### src/rtl/frac_clk_pkg.sv
package frac_clk_pkg;
    localparam int FIELD_W  = 5;
    localparam int WIN_LEN  = 1 << FIELD_W;
    localparam int MULT_W   = FIELD_W + 1;

    typedef enum logic [1:0] {
        ST_IDLE   = 2'd0,
        ST_ARMED  = 2'd1,
        ST_SWITCH = 2'd2
    } kick_state_t;
endpackage

### src/rtl/frac_clk_regs.sv
module frac_clk_regs
    import frac_clk_pkg::*;
#(
    parameter int FIELD_LSB = 8,
    parameter int DATA_W    = 32
) (
    input  logic              clk,
    input  logic              rst_n,
    input  logic              wr_en,
    input  logic              wr_sel,
    input  logic [DATA_W-1:0] wr_data,
    input  logic              rd_sel,
    output logic [DATA_W-1:0] rd_data,
    input  logic              window_end,
    output logic              busy,
    output logic              wr_reject,
    output logic              commit,
    output logic [MULT_W-1:0] commit_mult
);
    localparam int KICK_BIT = DATA_W - 1;

    kick_state_t state_q, state_d;
    logic [FIELD_W-1:0] field_q;
    logic ratio_wr, kick_wr;

    assign ratio_wr = wr_en && !wr_sel;
    assign kick_wr  = wr_en && wr_sel && wr_data[KICK_BIT];

    // state register
    always_ff @(posedge clk or negedge rst_n) begin
        if (!rst_n) state_q <= ST_IDLE;
        else        state_q <= state_d;
    end

    // next state
    always_comb begin
        state_d = state_q;
        unique case (state_q)
            ST_IDLE:   if (kick_wr)    state_d = ST_ARMED;
            ST_ARMED:  if (window_end) state_d = ST_SWITCH;
            ST_SWITCH:                 state_d = ST_IDLE;
            default:                   state_d = ST_IDLE;
        endcase
    end

    // outputs
    always_comb begin
        busy   = 1'b1;
        commit = 1'b0;
        unique case (state_q)
            ST_IDLE:   busy = 1'b0;
            ST_ARMED:  commit = window_end;
            ST_SWITCH: busy = 1'b1;
            default:   busy = 1'b0;
        endcase
    end

    always_ff @(posedge clk or negedge rst_n) begin
        if (!rst_n) begin
            field_q   <= '0;
            wr_reject <= 1'b0;
        end else begin
            wr_reject <= ratio_wr && busy;
            if (ratio_wr && !busy)
                field_q <= wr_data[FIELD_LSB +: FIELD_W];
        end
    end

    assign commit_mult = MULT_W'(WIN_LEN) - {1'b0, field_q};

    always_comb begin
        rd_data = '0;
        if (rd_sel) rd_data[KICK_BIT] = busy;
        else        rd_data[FIELD_LSB +: FIELD_W] = field_q;
    end
endmodule

### src/rtl/frac_clk_accum.sv
module frac_clk_accum
    import frac_clk_pkg::*;
(
    input  logic              clk,
    input  logic              rst_n,
    input  logic              commit,
    input  logic [MULT_W-1:0] commit_mult,
    output logic              window_end,
    output logic              frac_pulse,
    output logic [FIELD_W-1:0] phase,
    output logic [MULT_W-1:0] mult_act
);
    logic [FIELD_W-1:0] acc_q, phase_q;
    logic [MULT_W-1:0]  mult_q, sum;

    assign sum        = {1'b0, acc_q} + mult_q;
    assign frac_pulse = sum[MULT_W-1];
    assign window_end = &phase_q;
    assign phase      = phase_q;
    assign mult_act   = mult_q;

    always_ff @(posedge clk or negedge rst_n) begin
        if (!rst_n) begin
            acc_q   <= '0;
            phase_q <= '0;
            mult_q  <= MULT_W'(WIN_LEN);
        end else begin
            phase_q <= phase_q + 1'b1;
            acc_q   <= sum[FIELD_W-1:0];
            if (commit) mult_q <= commit_mult;
        end
    end
endmodule

### src/rtl/frac_clk_postdiv.sv
module frac_clk_postdiv #(
    parameter int POST_DIV = 2
) (
    input  logic clk,
    input  logic rst_n,
    input  logic pulse_in,
    output logic en_out
);
    generate
        if (POST_DIV <= 1) begin : g_bypass
            always_ff @(posedge clk or negedge rst_n) begin
                if (!rst_n) en_out <= 1'b0;
                else        en_out <= pulse_in;
            end
        end else begin : g_count
            localparam int CNT_W = $clog2(POST_DIV);
            localparam logic [CNT_W-1:0] LAST = CNT_W'(POST_DIV - 1);
            logic [CNT_W-1:0] cnt_q;
            always_ff @(posedge clk or negedge rst_n) begin
                if (!rst_n) begin
                    cnt_q  <= '0;
                    en_out <= 1'b0;
                end else begin
                    en_out <= pulse_in && (cnt_q == LAST);
                    if (pulse_in)
                        cnt_q <= (cnt_q == LAST) ? '0 : cnt_q + 1'b1;
                end
            end
        end
    endgenerate
endmodule

### src/rtl/frac_clk_ctl.sv
module frac_clk_ctl
    import frac_clk_pkg::*;
#(
    parameter int FIELD_LSB = 8,
    parameter int POST_DIV  = 2
) (
    input  logic        clk,
    input  logic        rst_n,
    input  logic        wr_en,
    input  logic        wr_sel,
    input  logic [31:0] wr_data,
    input  logic        rd_sel,
    output logic [31:0] rd_data,
    output logic        busy,
    output logic        wr_reject,
    output logic        clk_en
);
    logic               window_end, commit, frac_pulse;
    logic [MULT_W-1:0]  commit_mult, mult_act;
    logic [FIELD_W-1:0] phase;

    frac_clk_regs #(.FIELD_LSB(FIELD_LSB), .DATA_W(32)) u_regs (
        .clk(clk), .rst_n(rst_n), .wr_en(wr_en), .wr_sel(wr_sel),
        .wr_data(wr_data), .rd_sel(rd_sel), .rd_data(rd_data),
        .window_end(window_end), .busy(busy), .wr_reject(wr_reject),
        .commit(commit), .commit_mult(commit_mult)
    );

    frac_clk_accum u_acc (
        .clk(clk), .rst_n(rst_n), .commit(commit), .commit_mult(commit_mult),
        .window_end(window_end), .frac_pulse(frac_pulse),
        .phase(phase), .mult_act(mult_act)
    );

    frac_clk_postdiv #(.POST_DIV(POST_DIV)) u_pdiv (
        .clk(clk), .rst_n(rst_n), .pulse_in(frac_pulse), .en_out(clk_en)
    );
endmodule

### config.mk
export PLATFORM = sky130hd
export DESIGN_NAME = frac_clk_ctl
export DESIGN_NICKNAME = d
export VERILOG_FILES = /design/src/rtl/frac_clk_pkg.sv /design/src/rtl/frac_clk_regs.sv /design/src/rtl/frac_clk_accum.sv /design/src/rtl/frac_clk_postdiv.sv /design/src/rtl/frac_clk_ctl.sv
export SDC_FILE = /design/constraint.sdc
export NUM_CORES = 1
export LEC_CHECK = 0
export ABC_AREA = 1
export BUFFER_PORTS_ARGS = -buffer_cell sky130_fd_sc_hd__buf_2
export CAP_MARGIN = 20
export CORE_MARGIN = 3
export CORE_UTILIZATION = 47
export CTS_BUF_LIST = sky130_fd_sc_hd__clkbuf_8
export DETAILED_ROUTE_END_ITERATION = 7
export PLACE_DENSITY = 0.85
export SETUP_SLACK_MARGIN = 0.05
export SLEW_MARGIN = 30
export SYNTH_ARGS = -nofsm -noshare
export SYNTH_HDL_FRONTEND = slang
export SYNTH_SLANG_ARGS = --single-unit
### constraint.sdc
create_clock -name clk -period 1.7 [get_ports clk]
set_clock_uncertainty 0.05 [all_clocks]
set_input_delay 0 -clock clk [delete_from_list [all_inputs] [get_ports clk]]
set_output_delay 0 -clock clk [all_outputs]
set_load 0.05 [all_outputs]
==> results.ini, run 1 <==
[layout]
drive_gt1_frac = 0.205
n_antenna_cell = 0
areaGrowthSynthToFinish_pct = 13.8
nNetsFinal = 240

[sta]
timing.slew.headroom = 0.621
hold_viol_final = 0
setup_ws_ns = 0.150
period_share = 0.912
tns_ns = 0
layout_min_cycle_time_ns = 1.55
fmax_mhz = 645
worstMarginPinSlew_ns = 0.568
finalSetupViolCount = 0
hold_slack_ns = 0.0957
drv_slew = 0
rsz0062_at_grt = yes

[grt]
grt_max_degree = 27
grt_pass1_wl_um = 4070
track_usage = 0.144
grt.overflow.total = 0
antenna_found_initial = 0
grt_pass1_vias = 952

[route]
antenna_left = 0
drcViolationCount = 0
met1Wirelength_um = 1030
wl_met3_um = 139
dr.pass1.iters = 4
highest_layer = met4
vias = 1023
routed_wl_um = 2450
wl_per_cell_um = 10.6
drtIter0Drc = 17
wl_met2_um = 1270
viasPerCell = 4.41

[synthesis]
synth_edf_count = 0
ys_ff_latch = 26
ys_warn_count = 0
ys.flop_type = dfrtp_1
synth_most_common_cell = buf_4
async_reset_ff_frac = 1.00
synth_top_area_frac = 0.424
synth.largest_area_cell = dfrtp_1
ys_seq_area_frac = 0.442
netlist_area_um2 = 1480
syn-instance-count = 160
avgSynthCellArea_um2 = 9.22
synth_top_cells_by_count = buf_4 (26), dfrtp_1 (25), nand2_1 (21)
yosys-top-cells-area = dfrtp_1 (42%), buf_4 (13%), ha_1 (9.3%)
ys_types = 25

[clocking]
post_cts_buffers = 0
htree_levels = 1
root_buffer = clkbuf_8
clkTransAtPathRegs_ns = 0.09
clkLatencyLatePin_ns = 0.27
cts.sinks = 26
cts_buffers = 3
cts_tree = built
clockBufferDepth = 2

[setup_path]
worstSetupEndpointType = register
worstSetupPathType = reg2reg
arrival_ns = 1.65
max_stage_delay_ns = 0.42
timing.rr.start = u_acc.mult_act[0]
required_ns = 1.80
cpMaxStageDelayCell = fa_1
crit_fanout = 3
worstPathCellList = ha_1, fa_1, nand3_1, nand2_1, xor2_1
cp-startpoint = u_acc.mult_act[0]
cp-start-kind = register
worst-path-buf-inv = 0
crit_family = adder cells

[place]
dp_hpwl_um = 1760
io_buffers = 19
gp_congestion = 0.723
pre_cts_slack_ns = 0.157

[die]
io_pins = 72
dieArea_um2 = 3850
die_w_um = 62.0
rows = 19
start_util = 0.513
dieHeight_um = 62.0
design.core.area_um2 = 2880

[power]
power.total_uw = 2120
power_switching_uw = 902
p_comb_frac = 0.410
p_seq_frac = 0.353
ir_drop_mv = 1.04
p_leak_uw = 0.000910
power_density_nw_per_um2 = 1260
switching_share = 0.426
p_int_uw = 1210
pwr-share-clk = 0.237

[worst_hold_path]
hp-class = in2reg
hp-start = wr_data[31]

[job]
max-cap-violations = 0

[run_status]
outcome = finished, final reports clean

-- sequential cells by signal, indices dropped and copies added, names as in the netlist --
name and cells:
u_acc.acc_q 5, u_acc.mult_act 6, u_acc.phase 5, u_pdiv.en_out 1, u_pdiv.g_count.cnt_q 1, u_regs.field_q 5, u_regs.state_q 2, u_regs.wr_reject 1
-- cell usage in the layout (no fill, tap or decap), types with 2 or more instances in the layout --
cell           instances
nand2_1               20
clkbuf_8               3
a21oi_1                7
conb_1                26
nand4_1                2
inv_2                  2
dfrtp_1               25
ha_1                  11
buf_2                 19
o21ai_1                2
dlygate4sd3_1          8
xor2_1                 5
inv_1                 16
nand2_2                7
nand3_1                7
a21oi_2                2
o21ai_0                2
nor2_1                15
-- final timing paths --
kind	to	slack (ns)	cells past startpoint
setup / recovery	u_acc.acc_q[4]	0.15	5
hold / removal	u_regs.state_q[0]	0.1	5
setup reg to reg	u_acc.acc_q[4]	0.15	5
hold reg to reg	u_acc.phase[0]	0.41	1
max in group asynchronous	u_acc.mult_act[5]	1.02	2
min in group asynchronous	u_regs.field_q[1]	0.21	2
-- through the flow --
step / area (µm²) / cells / util
2_1_floorplan: 1570 / 185 / -
3_3_place_gp: 1520 / 220 / 0.529
3_5_place_dp: 1520 / 220 / 0.529
4_1_cts: 1670 / 232 / 0.582
5_1_grt: 1680 / 232 / 0.584
6_report: 1680 / 232 / 0.584
-- power groups by stage --
stage	Combinational [µW]	Sequential, µW	Clock [µW]
after floorplan	711	775	0
after global placement	818	758	0
after detailed placement	828	760	0
after CTS	846	748	511
after global routing	942	755	540
final	866	747	502
-- cells by family (layout without fill, tap and decap cells) --
| kind of cell | after synthesis | in the layout | share of synthesized area |
|---|---|---|---|
| simple gates | 54 | 54 | 0.169 |
| buf+inv | 44 | 49 | 0.178 |
| flops | 26 | 26 | 0.442 |
| compound gates | 17 | 17 | 0.0662 |
| fa+ha+maj | 12 | 12 | 0.107 |
| xor+xnor | 6 | 6 | 0.0356 |
| other cells | 1 | 26 | 0.00254 |
-- per-layer routing --
metal,up-vias,track usage
met2,33,0.253
met5,-,0
met4,0,0.0455
li1,514,-
met3,2,0.0289
met1,474,0.176
-- cell type report --
| class | count | area [µm²] |
|---|---|---|
| inverter | 18 | 67.6 |
| fill | 242 | 1200 |
| timing repair buffer | 27 | 175 |
| clock inverter | 1 | 30.0 |
| multi-input combinational | 115 | 661 |
| clock buffer | 3 | 41.3 |
| tap | 42 | 52.6 |
| sequential | 26 | 652 |
-- worst register-to-register path, cell delays in order (launching register included) --
cell,delay [ns]
dfrtp_1,0.40
ha_1,0.26
fa_1,0.42
nand3_1,0.10
nand2_1,0.06
xor2_1,0.14
-- what timing repair did --
item / 4_1_cts / 5_1_grt
hold buffers: 8 / 0
gates resized for setup: 0 / 2
endpoints found under the setup margin: 0 / 5
endpoints found under the hold margin: 31 / 0
(Power assumes the default switching activity.)
==> inputs of run 2 (changes only) <==
Settings changed: CELL_PAD_IN_SITES_DETAIL_PLACEMENT from default to 1, CELL_PAD_IN_SITES_GLOBAL_PLACEMENT from default to 2, CORE_UTILIZATION 47 to 26.
==> run 2 against run 1 <==
Compared with the run above: final cell count grew 13%; critical path depth did not move; critical path type unchanged; fmax grew 2.9%; largest power group unchanged; highest routed layer unchanged; design area grew 2.1%; wire length grew 14%; flip-flop and latch count is the same; utilization fell by 26 points; register-to-register slack gained 0.04 ns; worst hold slack lost 0.0054 ns.
==> results.ini, run 2 (same netlist as run 1, synthesis figures left out) <==
[run_status]
outcome = finished, final reports clean

[die]
dieArea_um2 = 6610
dieHeight_um = 81.3
io_pins = 72
start_util = 0.278
design.core.area_um2 = 5300
die_w_um = 81.3
rows = 26

[layout]
design_area_um2 = 1710
n_antenna_cell = 0
areaGrowthSynthToFinish_pct = 16.2
drive_gt1_frac = 0.215
nNetsFinal = 241
nFillCells = 635
layout_common_cells = conb_1 (26), dfrtp_1 (25), nand2_1 (20)
layout_commonest_cell = conb_1
largest_reg_flops = 6

[grt]
track_usage = 0.0917
grt_max_degree = 27
grt.overflow.total = 0
grt_pass1_vias = 989
antenna_found_initial = 0
grt_pass1_wl_um = 4560

[power]
switching_share = 0.454
p_int_uw = 1100
p_comb_frac = 0.432
power_density_nw_per_um2 = 1180
power_switching_uw = 920
p_seq_frac = 0.370
p_leak_uw = 0.000917
power.total_uw = 2020
pwr-share-clk = 0.197
ir_drop_mv = 0.752

[sta]
tns_ns = 0
worstMarginPinSlew_ns = 0.594
fmax_mhz = 664
finalSetupViolCount = 0
hold_viol_final = 0
period_share = 0.886
drv_slew = 0
timing.slew.headroom = 0.604
rsz0062_at_grt = no
layout_min_cycle_time_ns = 1.51

[route]
antenna_left = 0
viasPerCell = 3.96
routed_wl_um = 2790
drcViolationCount = 0
dr.pass1.iters = 3
wl_per_cell_um = 10.7
vias = 1034
drtIter0Drc = 16

[clocking]
clkTransAtPathRegs_ns = 0.09
cts_tree = built
root_buffer = clkbuf_8
cts_buffers = 3
clockBufferDepth = 2
cts.sinks = 26
clkLatencyLatePin_ns = 0.27
htree_levels = 1

[place]
gp_congestion = 0.704
place_area_um2 = 1560
dp_hpwl_um = 2210
io_buffers = 19

[setup_path]
crit_fanout = 3
worstSetupEndpointType = register
worstSetupPathType = reg2reg
arrival_ns = 1.61
required_ns = 1.81
cp-start-kind = register

[worst_hold_path]
hp-class = in2reg

[job]
max-cap-violations = 0

-- run 2: worst paths after layout --
kind                                   start  slack (ns)                 to  depth (start not counted)
setup / recovery           u_acc.mult_act[0]        0.19     u_acc.acc_q[4]                          5
setup reg to reg           u_acc.mult_act[0]        0.19     u_acc.acc_q[4]                          5
hold reg to reg               u_acc.acc_q[0]        0.43     u_acc.acc_q[0]                          1
min in group asynchronous              rst_n        0.21  u_regs.state_q[1]                          2
max in group asynchronous              rst_n        1.00      u_pdiv.en_out                          2
hold / removal                        wr_sel        0.09  u_regs.field_q[2]                          4
-- run 2: area by class of cell --
cell class | count | area (µm²) | area share
Multi-Input combinational cell | 115 | 669 | 0.391
Sequential cell | 26 | 652 | 0.380
Timing Repair Buffer | 28 | 183 | 0.107
Tap cell | 70 | 87.6 | 0.0511
Inverter | 18 | 67.6 | 0.0394
Clock buffer | 4 | 55.1 | 0.0321
-- run 2: worst max-delay path: stages (launching register included) --
cell and delay, ns:
dfrtp_1 0.40, ha_1 0.26, fa_2 0.38, nand3_1 0.09
nand2_1 0.07, xor2_1 0.14
-- run 2: through the flow --
step           setup WS (ns)  hold WS (ns)   util  instances
5_1_grt               0.0576         0.135  0.323        261
2_1_floorplan         0.0897        -0.346      -        185
6_report               0.194        0.0903  0.323        261
3_5_place_dp           0.118     -0.000431  0.294        248
4_1_cts               0.0828         0.158  0.319        260
3_3_place_gp           0.119       -0.0121  0.294        248
-- run 2: per-layer routing --
layer | vias up | wire length, µm | share of wire | GRT usage
met5 | - | 0 | 0 | 0
met4 | 0 | 14 | 0.0050 | 0.0253
met3 | 2 | 143 | 0.051 | 0.0310
met2 | 21 | 1540 | 0.55 | 0.161
met1 | 495 | 1090 | 0.39 | 0.105
li1 | 516 | - | - | -
-- run 2: power by group through the flow --
stage,Sequential [µW],Clock [µW],Combinational (µW)
floorplan,775,0,711
global placement,761,0,845
detailed placement,762,0,858
CTS,751,424,876
global route,764,453,968
finish,749,399,875
-- run 2: timing repair --
item / in CTS / in global routing
hold endpoints to repair: 31 / 0
buffers inserted: 0 / 1
gates resized for setup: 0 / 4
setup endpoints to repair: 0 / 11
hold buffers: 8 / 0
